<file path="src/rtl/lsc_pkg.sv">
package lsc_pkg;
  localparam int CMD_W       = 16;
  localparam int ENTRY_WORDS = 6;
  localparam int OFF_STATUS  = 1;
  localparam int OFF_IN_ST   = 3;
  localparam int OFF_OUT_ST  = 5;
  localparam int ST_RXD      = 0;
  localparam int ST_TXE      = 1;
  localparam int ST_SIND     = 2;
  localparam int ST_CARR     = 3;
  localparam logic [3:0] POKE_OP = 4'b1100;

  typedef enum logic [2:0] {
    S_IDLE, S_SEL, S_WR, S_RD_IN, S_WT_IN, S_RD_OUT, S_WT_OUT
  } scan_st_e;
endpackage

</file>
<file path="src/rtl/lsc_period_timer.sv">
module lsc_period_timer #(
  parameter int PERIOD = 3800
) (
  input  logic clk_i,
  input  logic rst_ni,
  output logic tick_o
);
  localparam int CW = (PERIOD > 1) ? $clog2(PERIOD) : 1;
  logic [CW-1:0] cnt_q;

  assign tick_o = (cnt_q == CW'(PERIOD - 1));

  always_ff @(posedge clk_i or negedge rst_ni) begin
    if (!rst_ni)     cnt_q <= '0;
    else if (tick_o) cnt_q <= '0;
    else             cnt_q <= cnt_q + 1'b1;
  end
endmodule

</file>
<file path="src/rtl/lsc_req_latch.sv">
module lsc_req_latch (
  input  logic clk_i,
  input  logic rst_ni,
  input  logic sind_i,
  input  logic carr_i,
  input  logic poke_i,
  input  logic clr_i,
  output logic pend_o
);
  logic sind_q, carr_q, set;

  // only a drop of either level raises a request
  assign set = (sind_q & ~sind_i) | (carr_q & ~carr_i) | poke_i;

  always_ff @(posedge clk_i or negedge rst_ni) begin
    if (!rst_ni) begin
      sind_q <= 1'b0;
      carr_q <= 1'b0;
      pend_o <= 1'b0;
    end else begin
      sind_q <= sind_i;
      carr_q <= carr_i;
      pend_o <= set | (pend_o & ~clr_i);
    end
  end
endmodule

</file>
<file path="src/rtl/lsc_low_pick.sv">
module lsc_low_pick #(
  parameter int N  = 8,
  parameter int LW = 3
) (
  input  logic [N-1:0]  vec_i,
  output logic          any_o,
  output logic [LW-1:0] idx_o
);
  always_comb begin
    any_o = 1'b0;
    idx_o = '0;
    for (int i = N - 1; i >= 0; i--) begin
      if (vec_i[i]) begin
        any_o = 1'b1;
        idx_o = LW'(i);
      end
    end
  end
endmodule

</file>
<file path="src/rtl/lsc_scanner.sv">
module lsc_scanner
  import lsc_pkg::*;
#(
  parameter int N_LINES  = 8,
  parameter int AW       = 16,
  parameter int DW       = 16,
  parameter int SCAN_CYC = 3800,
  localparam int LW      = (N_LINES > 1) ? $clog2(N_LINES) : 1
) (
  input  logic              clk_i,
  input  logic              rst_ni,
  input  logic              enable_i,
  input  logic [AW-1:0]     base_i,
  input  logic [N_LINES*DW-1:0] line_status_i,
  input  logic              cmd_we_i,
  input  logic [CMD_W-1:0]  cmd_data_i,
  output logic              mem_we_o,
  output logic              mem_re_o,
  output logic [AW-1:0]     mem_addr_o,
  output logic [DW-1:0]     mem_wdata_o,
  input  logic [DW-1:0]     mem_rdata_i,
  output logic              disp_valid_o,
  output logic [LW-1:0]     disp_line_o,
  output logic              disp_dir_o,
  output logic [DW-1:0]     disp_state_o
);
  scan_st_e st_q;
  logic [N_LINES-1:0] pend, req, snap_q, clr;
  logic [LW-1:0] cur_q, pick_idx;
  logic pick_any, tick, in_q, out_q, poke_ok;
  logic [DW-1:0] stat_cur;
  logic [AW-1:0] word_off;

  lsc_period_timer #(.PERIOD(SCAN_CYC)) u_tmr (
    .clk_i(clk_i), .rst_ni(rst_ni), .tick_o(tick)
  );

  assign poke_ok = cmd_we_i && (cmd_data_i[15:12] == POKE_OP) && (cmd_data_i[8:0] == '0);

  for (genvar g = 0; g < N_LINES; g++) begin : g_line
    logic [DW-1:0] s;
    assign s = line_status_i[g*DW +: DW];
    lsc_req_latch u_lat (
      .clk_i (clk_i),
      .rst_ni(rst_ni),
      .sind_i(s[ST_SIND]),
      .carr_i(s[ST_CARR]),
      .poke_i(poke_ok && (cmd_data_i[11:9] == 3'(g))),
      .clr_i (clr[g]),
      .pend_o(pend[g])
    );
    assign req[g] = pend[g] | s[ST_RXD] | s[ST_TXE];
  end

  lsc_low_pick #(.N(N_LINES), .LW(LW)) u_pick (
    .vec_i(snap_q), .any_o(pick_any), .idx_o(pick_idx)
  );

  always_comb begin
    clr = '0;
    if (st_q == S_SEL && pick_any) clr[pick_idx] = 1'b1;
  end

  assign stat_cur = line_status_i[cur_q*DW +: DW];

  always_comb begin
    unique case (st_q)
      S_RD_IN:  word_off = AW'(OFF_IN_ST);
      S_RD_OUT: word_off = AW'(OFF_OUT_ST);
      default:  word_off = AW'(OFF_STATUS);
    endcase
  end

  assign mem_we_o    = (st_q == S_WR);
  assign mem_re_o    = (st_q == S_RD_IN) || (st_q == S_RD_OUT);
  assign mem_addr_o  = base_i + AW'(cur_q) * AW'(ENTRY_WORDS) + word_off;
  assign mem_wdata_o = stat_cur;

  always_ff @(posedge clk_i or negedge rst_ni) begin
    if (!rst_ni) begin
      st_q         <= S_IDLE;
      snap_q       <= '0;
      cur_q        <= '0;
      in_q         <= 1'b0;
      out_q        <= 1'b0;
      disp_valid_o <= 1'b0;
      disp_line_o  <= '0;
      disp_dir_o   <= 1'b0;
      disp_state_o <= '0;
    end else begin
      disp_valid_o <= 1'b0;
      unique case (st_q)
        S_IDLE: if (tick && enable_i && (base_i != '0)) begin
          snap_q <= req;
          st_q   <= S_SEL;
        end
        S_SEL: if (pick_any) begin
          cur_q            <= pick_idx;
          snap_q[pick_idx] <= 1'b0;
          st_q             <= S_WR;
        end else begin
          st_q <= S_IDLE;
        end
        S_WR: begin
          in_q  <= stat_cur[ST_RXD];
          out_q <= stat_cur[ST_TXE];
          st_q  <= stat_cur[ST_RXD] ? S_RD_IN : (stat_cur[ST_TXE] ? S_RD_OUT : S_SEL);
        end
        S_RD_IN:  st_q <= S_WT_IN;
        S_WT_IN: begin
          if (mem_rdata_i != '0) begin
            disp_valid_o <= 1'b1;
            disp_line_o  <= cur_q;
            disp_dir_o   <= 1'b0;
            disp_state_o <= mem_rdata_i;
          end
          st_q <= out_q ? S_RD_OUT : S_SEL;
        end
        S_RD_OUT: st_q <= S_WT_OUT;
        S_WT_OUT: begin
          if (mem_rdata_i != '0) begin
            disp_valid_o <= 1'b1;
            disp_line_o  <= cur_q;
            disp_dir_o   <= 1'b1;
            disp_state_o <= mem_rdata_i;
          end
          st_q <= S_SEL;
        end
        default: st_q <= S_IDLE;
      endcase
    end
  end

  logic unused_in;
  assign unused_in = in_q;
endmodule

</file>
<file path="config.mk">
export PLATFORM = sky130hd
export DESIGN_NAME = lsc_scanner
export DESIGN_NICKNAME = d
export VERILOG_FILES = /design/src/rtl/lsc_pkg.sv /design/src/rtl/lsc_period_timer.sv /design/src/rtl/lsc_req_latch.sv /design/src/rtl/lsc_low_pick.sv /design/src/rtl/lsc_scanner.sv
export SDC_FILE = /design/constraint.sdc
export NUM_CORES = 1
export LEC_CHECK = 0
export BUFFER_PORTS_ARGS = -buffer_cell sky130_fd_sc_hd__buf_2
export CAP_MARGIN = 25
export CORE_ASPECT_RATIO = 1.5
export CORE_UTILIZATION = 50
export CTS_BUF_LIST = sky130_fd_sc_hd__clkbuf_16
export DETAILED_ROUTE_END_ITERATION = 6
export PLACE_DENSITY_LB_ADDON = 0.08
export SETUP_SLACK_MARGIN = 0.1
export SYNTH_ARGS = -nofsm -noshare
export SYNTH_HDL_FRONTEND = slang
export SYNTH_SLANG_ARGS = --single-unit
</file>
<file path="constraint.sdc">
create_clock -name clk_i -period 7.8 [get_ports clk_i]
set_clock_uncertainty 0.15 [all_clocks]
set_input_delay 1.95 -clock clk_i [delete_from_list [all_inputs] [get_ports clk_i]]
set_output_delay 1.95 -clock clk_i [all_outputs]
set_load 0.02 [all_outputs]
</file>
==> results.toml, run 1 <==
[synthesis]
netlist_instances = 400
yosysSeqAreaShare_pct = 39.55
synth_top_area_share_pct = 39.55
synthArstFlopShare_pct = 100.0
synth.distinct_cells = 50
yosysWarnings = 0
synth_seq_cells = 72
syn_area_per_cell_um2 = 11.39
synth_edf_count = 0
yosys.area.top_type = "dfrtp_1"
ys.flop_type = "dfrtp_1"
synth_area_leaders = "dfrtp_1 40%, mux4_2 16%, mux2_2 8.4%"
syn-cell-area_um2 = 4556
syn_nets = 597

[setup_path]
slowest_stage = "fa_1"
critPathMaxStageDelay_ns = 0.47
cpLargestDelayFamily = "adder cells"
cp_max_fo = 5
end_kind = "output port"
worst-path-buf-inv = 2
cp.arrival_ns = 4.41
setup.worst_path.start_class = "input pin"
cp.required_ns = 5.70
path_cells = "buf_2 -> fa_1 -> ha_1 -> fa_1 -> a211oi_1 -> o21bai_1 -> a21oi_1 -> nor2_1 -> xor2_1 -> buf_2"
path_class = "input pin to output port"

[timing]
final.setup.tns_ns = 0
drv_slew = 0
fin_crit_sh_pct = 83.50
rsz0062_at_grt = "false"
setup_viol_count_final = 0
hold_viol_final = 0
tightest_slew_ns = 0.9288
hold_slack_ns = 0.3245
slew_headroom_pct = 38.08
layout_min_cycle_time_ns = 6.513
max_freq_mhz = 153.5

[power]
ir_drop_mv = 0.1513
powerDensity_nw_per_um2 = 150.3
power.leakage_nw = 2.921

[cts]
htree_num_levels = 3
cts_buffers = 9
cts_setup_buffers = 0
cts_sinks = 72
cts_tree = "done"
clockBufferDepth = 2
cts_hold_buf = 0
clock_latency_ns = 0.33
cts_root_buf = "clkbuf_16"
cts_resized = 0
clkTransAtPathRegs_ns = 0.06

[global_route]
grt_pass1_wl_mm = 21.56
grt_pass1_vias = 4358
overflow = 0
grt_max_degree = 73
grtUsageTotal_pct = 30.69
antenna_found_initial = 2

[floorplanning]
rows = 42
ios = 235
core_um2 = 8828
die_w_um = 79.94
die_h_um = 118.9
initial_core_util_pct = 51.60
dieArea_um2 = 9505

[detailed_routing]
viasPerCell = 5.788
vias = 4341
drt_iter0_drc = 217
ant_nets = 0
finalWirelength_mm = 13.96
drc = 0
first_pass_iters = 5
wl_per_cell_um = 18.62

[layout]
area_delta_synth_final_pct = 34.99
drive_above_1_share_pct = 51.41
final_cell_mix = "234 x buf_2, 70 x dfrtp_1, 36 x nor2_1"
num-fill-cells = 705
final_nets = 830
final_common_cell = "buf_2"

[status]
status = "completed"

[place]
io_buffers = 234
gp_congestion = 0.9151
dp_hpwl_mm = 11.01

[min_path]
hold_class = "register to register"

[job]
cap_viol_max_count = 0
==> state kept, by name, summed over array words and instances, names as in the netlist <==
name	flops
g_line.u_lat.carr_q	8
disp_valid_o	1
out_q	1
snap_q	8
cur_q	3
disp_dir_o	1
disp_state_o	16
g_line.u_lat.sind_q	8
g_line.u_lat.pend_o	8
u_tmr.cnt_q	12
st_q	3
disp_line_o	3
==> logic make-up after synthesis <==
| family | synth area share [%] |
|---|---|
| and+or+nand+nor | 12.52 |
| DFF | 39.55 |
| adders and majority gates | 5.328 |
| xor gates and xnor gates | 4.230 |
| buffers and inverters | 3.735 |
| AOI/OAI and AO/OA | 10.19 |
| muxes | 24.44 |
==> final cells by class <==
cell class,count,area [um^2],area share (%)
clock buffers,9,225.2,3.662
multi-input cells,286,2597,42.24
well taps,110,137.6,2.238
flip-flops and latches,72,1804,29.34
repair buffers,239,1216,19.78
clock inverters,7,70.07,1.139
diodes,2,5.005,0.08138
inverters,25,93.84,1.526
==> worst paths after layout <==
| check | end | slack [ns] | cells after the start | from |
|---|---|---|---|---|
| worst max-delay path | mem_addr_o[13] | 1.29 | 10 | base_i[1] |
| worst min register to register | g_line[1].u_lat.pend_o$_DFF_PN0_ | 0.32 | 2 | g_line[1].u_lat.carr_q$_DFF_PN0_ |
| worst min-delay path | g_line[1].u_lat.pend_o$_DFF_PN0_ | 0.32 | 2 | g_line[1].u_lat.carr_q$_DFF_PN0_ |
| worst max register to register | st_q[1]$_DFFE_PN0P_ | 5.35 | 3 | cur_q[1]$_DFFE_PN0N_ |
| max in group asynchronous | cur_q[0]$_DFFE_PN0N_ | 5.15 | 2 | rst_ni |
| min in group asynchronous | g_line[4].u_lat.pend_o$_DFF_PN0_ | 1.69 | 2 | rst_ni |
==> Yosys cell counts, drive strengths merged (5+ instances only) <==
library cell and n:
dfrtp 72, nor2 36, mux2 34, mux4 32
inv 25, nand2 20, o21ai 17, xor2 14
ha 13, nor3 13, nor4 13, nand3 10
buf 9, clkbuf 8, xnor2 8, o22ai 6
a211oi 5
==> per-stage QoR <==
| stage | setup slack, ns | power [W] | std cells | instance area, um^2 | utilization [%] |
|---|---|---|---|---|---|
| CTS | 1.294 | 0.0009293 | 747 | 6130 | 69.43 |
| global placement | 1.353 | 0.0005233 | 731 | 5834 | 66.09 |
| detailed placement | 1.289 | 0.0005263 | 731 | 5834 | 66.09 |
| finish | 1.287 | 0.0009243 | 750 | 6150 | 69.66 |
| global route | 1.179 | 0.0009604 | 749 | 6147 | 69.63 |
| floorplan | 1.557 | 0.0004450 | 400 | 4556 | - |
==> worst min-delay path, delay by kind of cell (launching register included) <==
kind            cells  cell delay [ns]
compound gates      2             0.12
flops               1             0.32
==> power breakdown <==
| group | leakage [nW] | internal (W) | switching, W |
|---|---|---|---|
| sequential | 0.862 | 0.000382 | 0.00000324 |
| combinational | 1.91 | 0.0000660 | 0.0000691 |
| clock | 0.147 | 0.000247 | 0.000157 |
| total | 2.92 | 0.000695 | 0.000229 |
==> metal layers <==
metal,up-vias,part of all wire (%),track usage (%)
li1,1991,-,-
met1,2096,37,35.57
met2,217,51,52.99
met3,37,7.8,8.429
met4,0,3.6,11.83
met5,-,0,0
Note: power is estimated with default switching activity, not from simulation.
==> run 2: changes to the inputs <==
Settings changed: CORE_UTILIZATION 50 to 46.
Clock period 7.8 ns to 6 ns, I/O delays scaled along.
==> results.toml, run 2 (same netlist as run 1, synthesis figures left out) <==
[status]
status = "completed"

[floorplanning]
dieArea_um2 = 10310
initial_core_util_pct = 47.29
die_h_um = 123.9
rows = 44
core_um2 = 9634
die_w_um = 83.26
ios = 235

[power]
powerDensity_nw_per_um2 = 193.0
ir_drop_mv = 0.1575
power.leakage_nw = 2.922

[layout]
final_cell_mix = "234 x buf_2, 71 x dfrtp_1, 36 x nor2_1"
drive_above_1_share_pct = 50.94
layout.cells.non_filler = 754
final_common_cell = "buf_2"
final_nets = 831
area_delta_synth_final_pct = 34.85
regMostFlops = "disp_state_o"
num-fill-cells = 814
largest_reg_flops = 16
top_regs = "disp_state_o (16), u_tmr.cnt_q (12)"

[cts]
cts_tree = "done"
cts_buffers = 9
cts_hold_buf = 0
cts_root_buf = "clkbuf_16"
clkTransAtPathRegs_ns = 0.05
cts_resized = 0
clockBufferDepth = 2
cts_sinks = 72
htree_num_levels = 3
cts_setup_buffers = 0
clock_latency_ns = 0.33

[global_route]
antenna_found_initial = 2
grt_pass1_vias = 4223
overflow = 0
grtUsageTotal_pct = 26.92
grt_max_degree = 40
grt_pass1_wl_mm = 20.96

[detailed_routing]
wl_met1_mm = 5.320
wl_per_cell_um = 18.48
wl_met2_mm = 7.443
drc = 0
dr_wl_met3_um = 911
drt_iter0_drc = 165
viasPerCell = 5.667
ant_nets = 0
routed.top_layer = "met5"
first_pass_iters = 4
vias = 4273
finalWirelength_mm = 13.93

[timing]
layout_min_cycle_time_ns = 5.599
fin_crit_sh_pct = 93.31
slew_headroom_pct = 46.09
drv_slew = 0
max_freq_mhz = 178.6
hold_viol_final = 0
final.setup.tns_ns = 0
setup_viol_count_final = 0
rsz0062_at_grt = "false"
worst_slack_ns = 0.4014
tightest_slew_ns = 0.8086

[min_path]
hold_class = "register to register"
whs_path_depth = 1

[place]
dp_hpwl_mm = 11.24
io_buffers = 234
gp_congestion = 0.8299
placedCellCount = 737
place_ws_ns = 0.4035

[setup_path]
cp.arrival_ns = 3.95
path_class = "input pin to output port"
r2r_cells = 6
setup.worst_path.start_class = "input pin"
cp_max_fo = 5
cp.required_ns = 4.35
end_kind = "output port"

[job]
cap_viol_max_count = 0
## run 2: final cells by class
| cell class | count | area (um^2) | share of cell area (%) |
|---|---|---|---|
| multi-input combinational | 286 | 2597 | 42.28 |
| sequential | 72 | 1803 | 29.35 |
| timing repair buffer | 240 | 1224 | 19.92 |
| clock buffer | 9 | 225.2 | 3.666 |
| tap | 115 | 143.9 | 2.342 |
| inverter | 25 | 93.84 | 1.527 |
| clock inverter | 6 | 53.80 | 0.8758 |
| antenna | 1 | 2.502 | 0.04073 |
## run 2: path summary, 6_finish.rpt
| path | start | to | slack (ns) |
|---|---|---|---|
| max in group asynchronous | rst_ni | cur_q[0]$_DFFE_PN0N_ | 3.58 |
| setup / recovery | base_i[1] | mem_addr_o[11] | 0.40 |
| hold reg to reg | u_tmr.cnt_q[0]$_DFF_PN0_ | u_tmr.cnt_q[0]$_DFF_PN0_ | 0.34 |
| setup reg to reg | cur_q[1]$_DFFE_PN0N_ | st_q[2]$_DFFE_PN0P_ | 3.39 |
| hold / removal | u_tmr.cnt_q[0]$_DFF_PN0_ | u_tmr.cnt_q[0]$_DFF_PN0_ | 0.34 |
| min in group asynchronous | rst_ni | snap_q[0]$_DFFE_PN0P_ | 1.10 |
## run 2: worst max-delay path, cell delays in order
cell,delay [ns]
buf_2,0.12
fa_1,0.48
ha_1,0.23
fa_1,0.43
a211oi_1,0.26
o21bai_1,0.10
a21oi_1,0.39
nor2_1,0.10
xor2_1,0.16
buf_2,0.19
## run 2: metrics by stage
step | hold slack, ns | power, W | cell area [um^2] | util, %
floorplan | 0.2912 | 0.0005785 | 4556 | -
global placement | 0.3325 | 0.0006811 | 5847 | 60.69
detailed placement | 0.3292 | 0.0006861 | 5847 | 60.69
CTS | 0.3419 | 0.001195 | 6126 | 63.58
global route | 0.3623 | 0.001230 | 6143 | 63.77
finish | 0.3363 | 0.001185 | 6143 | 63.77
## run 2: report_power, final
group	total (W)	internal (W)	leakage [nW]	switching, W
sequential	0.000501	0.000497	0.863	0.00000417
combinational	0.000176	0.0000858	1.92	0.0000901
clock	0.000509	0.000314	0.141	0.000195
total	0.00119	0.000896	2.92	0.000289
## run 2: layer usage
| metal | global-route usage, % | vias up |
|---|---|---|
| li1 | - | 1980 |
| met2 | 47.90 | 187 |
| met4 | 8.405 | 2 |
| met1 | 32.91 | 2084 |
| met3 | 5.633 | 20 |
| met5 | 0 | - |
==> run 3: changes to the inputs <==
Settings changed: CORE_UTILIZATION 46 to 50.
Clock period 6 ns to 6.5 ns, I/O delays scaled along.
==> results.toml, run 3 (same netlist as run 1, synthesis figures left out) <==
[min_path]
min_to = "g_line[1].u_lat.pend_o$_DFF_PN0_"
whs_path_depth = 2
hold_start = "g_line[1].u_lat.carr_q$_DFF_PN0_"
hold_class = "register to register"

[global_route]
grt_pass1_wl_mm = 21.46
grt_max_degree = 71
grtUsageTotal_pct = 29.96
grt_pass1_vias = 4438
antenna_found_initial = 3
overflow = 0

[cts]
cts_resized = 0
cts_sinks = 72
cts_root_buf = "clkbuf_16"
clock_latency_ns = 0.33
htree_num_levels = 3
clockBufferDepth = 2
cts_tree = "done"
cts_setup_buffers = 0
cts_hold_buf = 0
cts_buffers = 9
clkTransAtPathRegs_ns = 0.06

[place]
dp_hpwl_mm = 11.10
io_buffers = 234
place_ws_ns = 0.6534
post_dp_cell_area_um2 = 5836
gp_congestion = 0.9047

[setup_path]
cp_max_fo = 5
end_kind = "output port"
path_class = "input pin to output port"
cp.required_ns = 4.72
rrSetupSlack_ns = 4.08
rr_endpoint = "snap_q[3]$_DFFE_PN0P_"
r2r-start = "u_tmr.cnt_q[0]$_DFF_PN0_"
path_cells = "buf_2 -> fa_1 -> ha_1 -> fa_1 -> a211oi_1 -> o21bai_1 -> a21oi_1 -> nor2_1 -> xor2_1 -> buf_2"
cp.arrival_ns = 4.07
critPathMaxStageDelay_ns = 0.47
slowest_stage = "fa_1"
r2r_cells = 6
setup.worst_path.start_class = "input pin"

[status]
status = "completed"

[layout]
final_area_um2 = 6201
multi_input_area_um2 = 2591
area_delta_synth_final_pct = 36.12
drive_above_1_share_pct = 51.49
final_cell_mix = "234 x buf_2, 70 x dfrtp_1, 36 x nor2_1"
regMostFlops = "disp_state_o"
final_nets = 831
top_regs = "disp_state_o (16), u_tmr.cnt_q (12)"
num-fill-cells = 688
final_common_cell = "buf_2"
regArea_um2 = 1804
largest_reg_flops = 16

[floorplanning]
dieArea_um2 = 9505
ios = 235
die_w_um = 79.94
rows = 42
core_um2 = 8828
die_h_um = 118.9
initial_core_util_pct = 51.60

[timing]
fin_crit_sh_pct = 89.86
layout_min_cycle_time_ns = 5.841
hold_viol_final = 0
rsz0062_at_grt = "false"
slew_headroom_pct = 41.81
final.setup.tns_ns = 0
drv_slew = 0
tightest_slew_ns = 0.8729
worst_slack_ns = 0.6590
max_freq_mhz = 171.2
setup_viol_count_final = 0

[power]
intPower_w = 0.0009162
p_seq_share_pct = 38.6
ir_drop_mv = 0.1827
power_w = 0.001197
p_switching_w = 0.0002811
powerDensity_nw_per_um2 = 193.1
clockPowerShare_pct = 47.9
switching_share_pct = 23.48
pwr-share-comb_pct = 13.5
power.leakage_nw = 2.945

[detailed_routing]
first_pass_iters = 4
finalWirelength_mm = 13.74
drc = 0
ant_nets = 0
vias = 4319
wl_per_cell_um = 18.30
viasPerCell = 5.751
drt_iter0_drc = 217

[job]
cap_viol_max_count = 0
==> run 3: power by group through the flow <==
stage                     Sequential [W]  Combinational [W]  Clock (W)
after detailed placement        0.000470           0.000162          0
final                           0.000462           0.000162   0.000574
after global placement          0.000470           0.000158          0
after CTS                       0.000462           0.000163   0.000580
after floorplan                 0.000476          0.0000576          0
after global routing            0.000463           0.000175   0.000605
==> run 3: final cells by class <==
cell class              instances  share of cell area (%)
multi-input cells             286                   41.79
flip-flops and latches         72                   29.10
repair buffers                240                   19.67
clock buffers                   9                   3.632
well taps                     110                   2.220
clock inverters                 7                   1.998
inverters                      25                   1.513
diodes                          2                 0.08071
==> run 3: per-layer routing <==
layer	vias up	GRT usage (%)	wire (um)
met5	-	0	11
met4	2	9.263	298
met3	29	9.962	1236
met2	221	53.42	7165
met1	2079	32.97	5027
li1	1988	-	-
==> run 3: worst max-delay path by stage <==
| stage | from | to | slack [ns] | cells past startpoint |
|---|---|---|---|---|
| floorplan | base_i[1] | mem_addr_o[13] | 0.91 | 8 |
| global placement | base_i[1] | mem_addr_o[13] | 0.70 | 10 |
| detailed placement | base_i[1] | mem_addr_o[11] | 0.65 | 10 |
| CTS | base_i[1] | mem_addr_o[11] | 0.63 | 10 |
| global route | base_i[1] | mem_addr_o[13] | 0.50 | 10 |
| finish | base_i[1] | mem_addr_o[13] | 0.66 | 10 |
==> run 3: worst max-delay path: cells and delay by family <==
kind | cells | cell delay, ns
compound gates | 3 | 0.77
xor+xnor | 1 | 0.15
fa+ha+maj | 3 | 1.13
buf+inv | 2 | 0.28
simple gates | 1 | 0.12
==> run 3: through the flow <==
stage / std cells / hold WS (ns) / utilization (%)
2_1_floorplan: 400 / 0.2912 / -
3_3_place_gp: 732 / 0.3213 / 66.10
5_1_grt: 749 / 0.3587 / 70.18
4_1_cts: 748 / 0.3289 / 70.05
3_5_place_dp: 732 / 0.3160 / 66.10
6_report: 751 / 0.3238 / 70.24
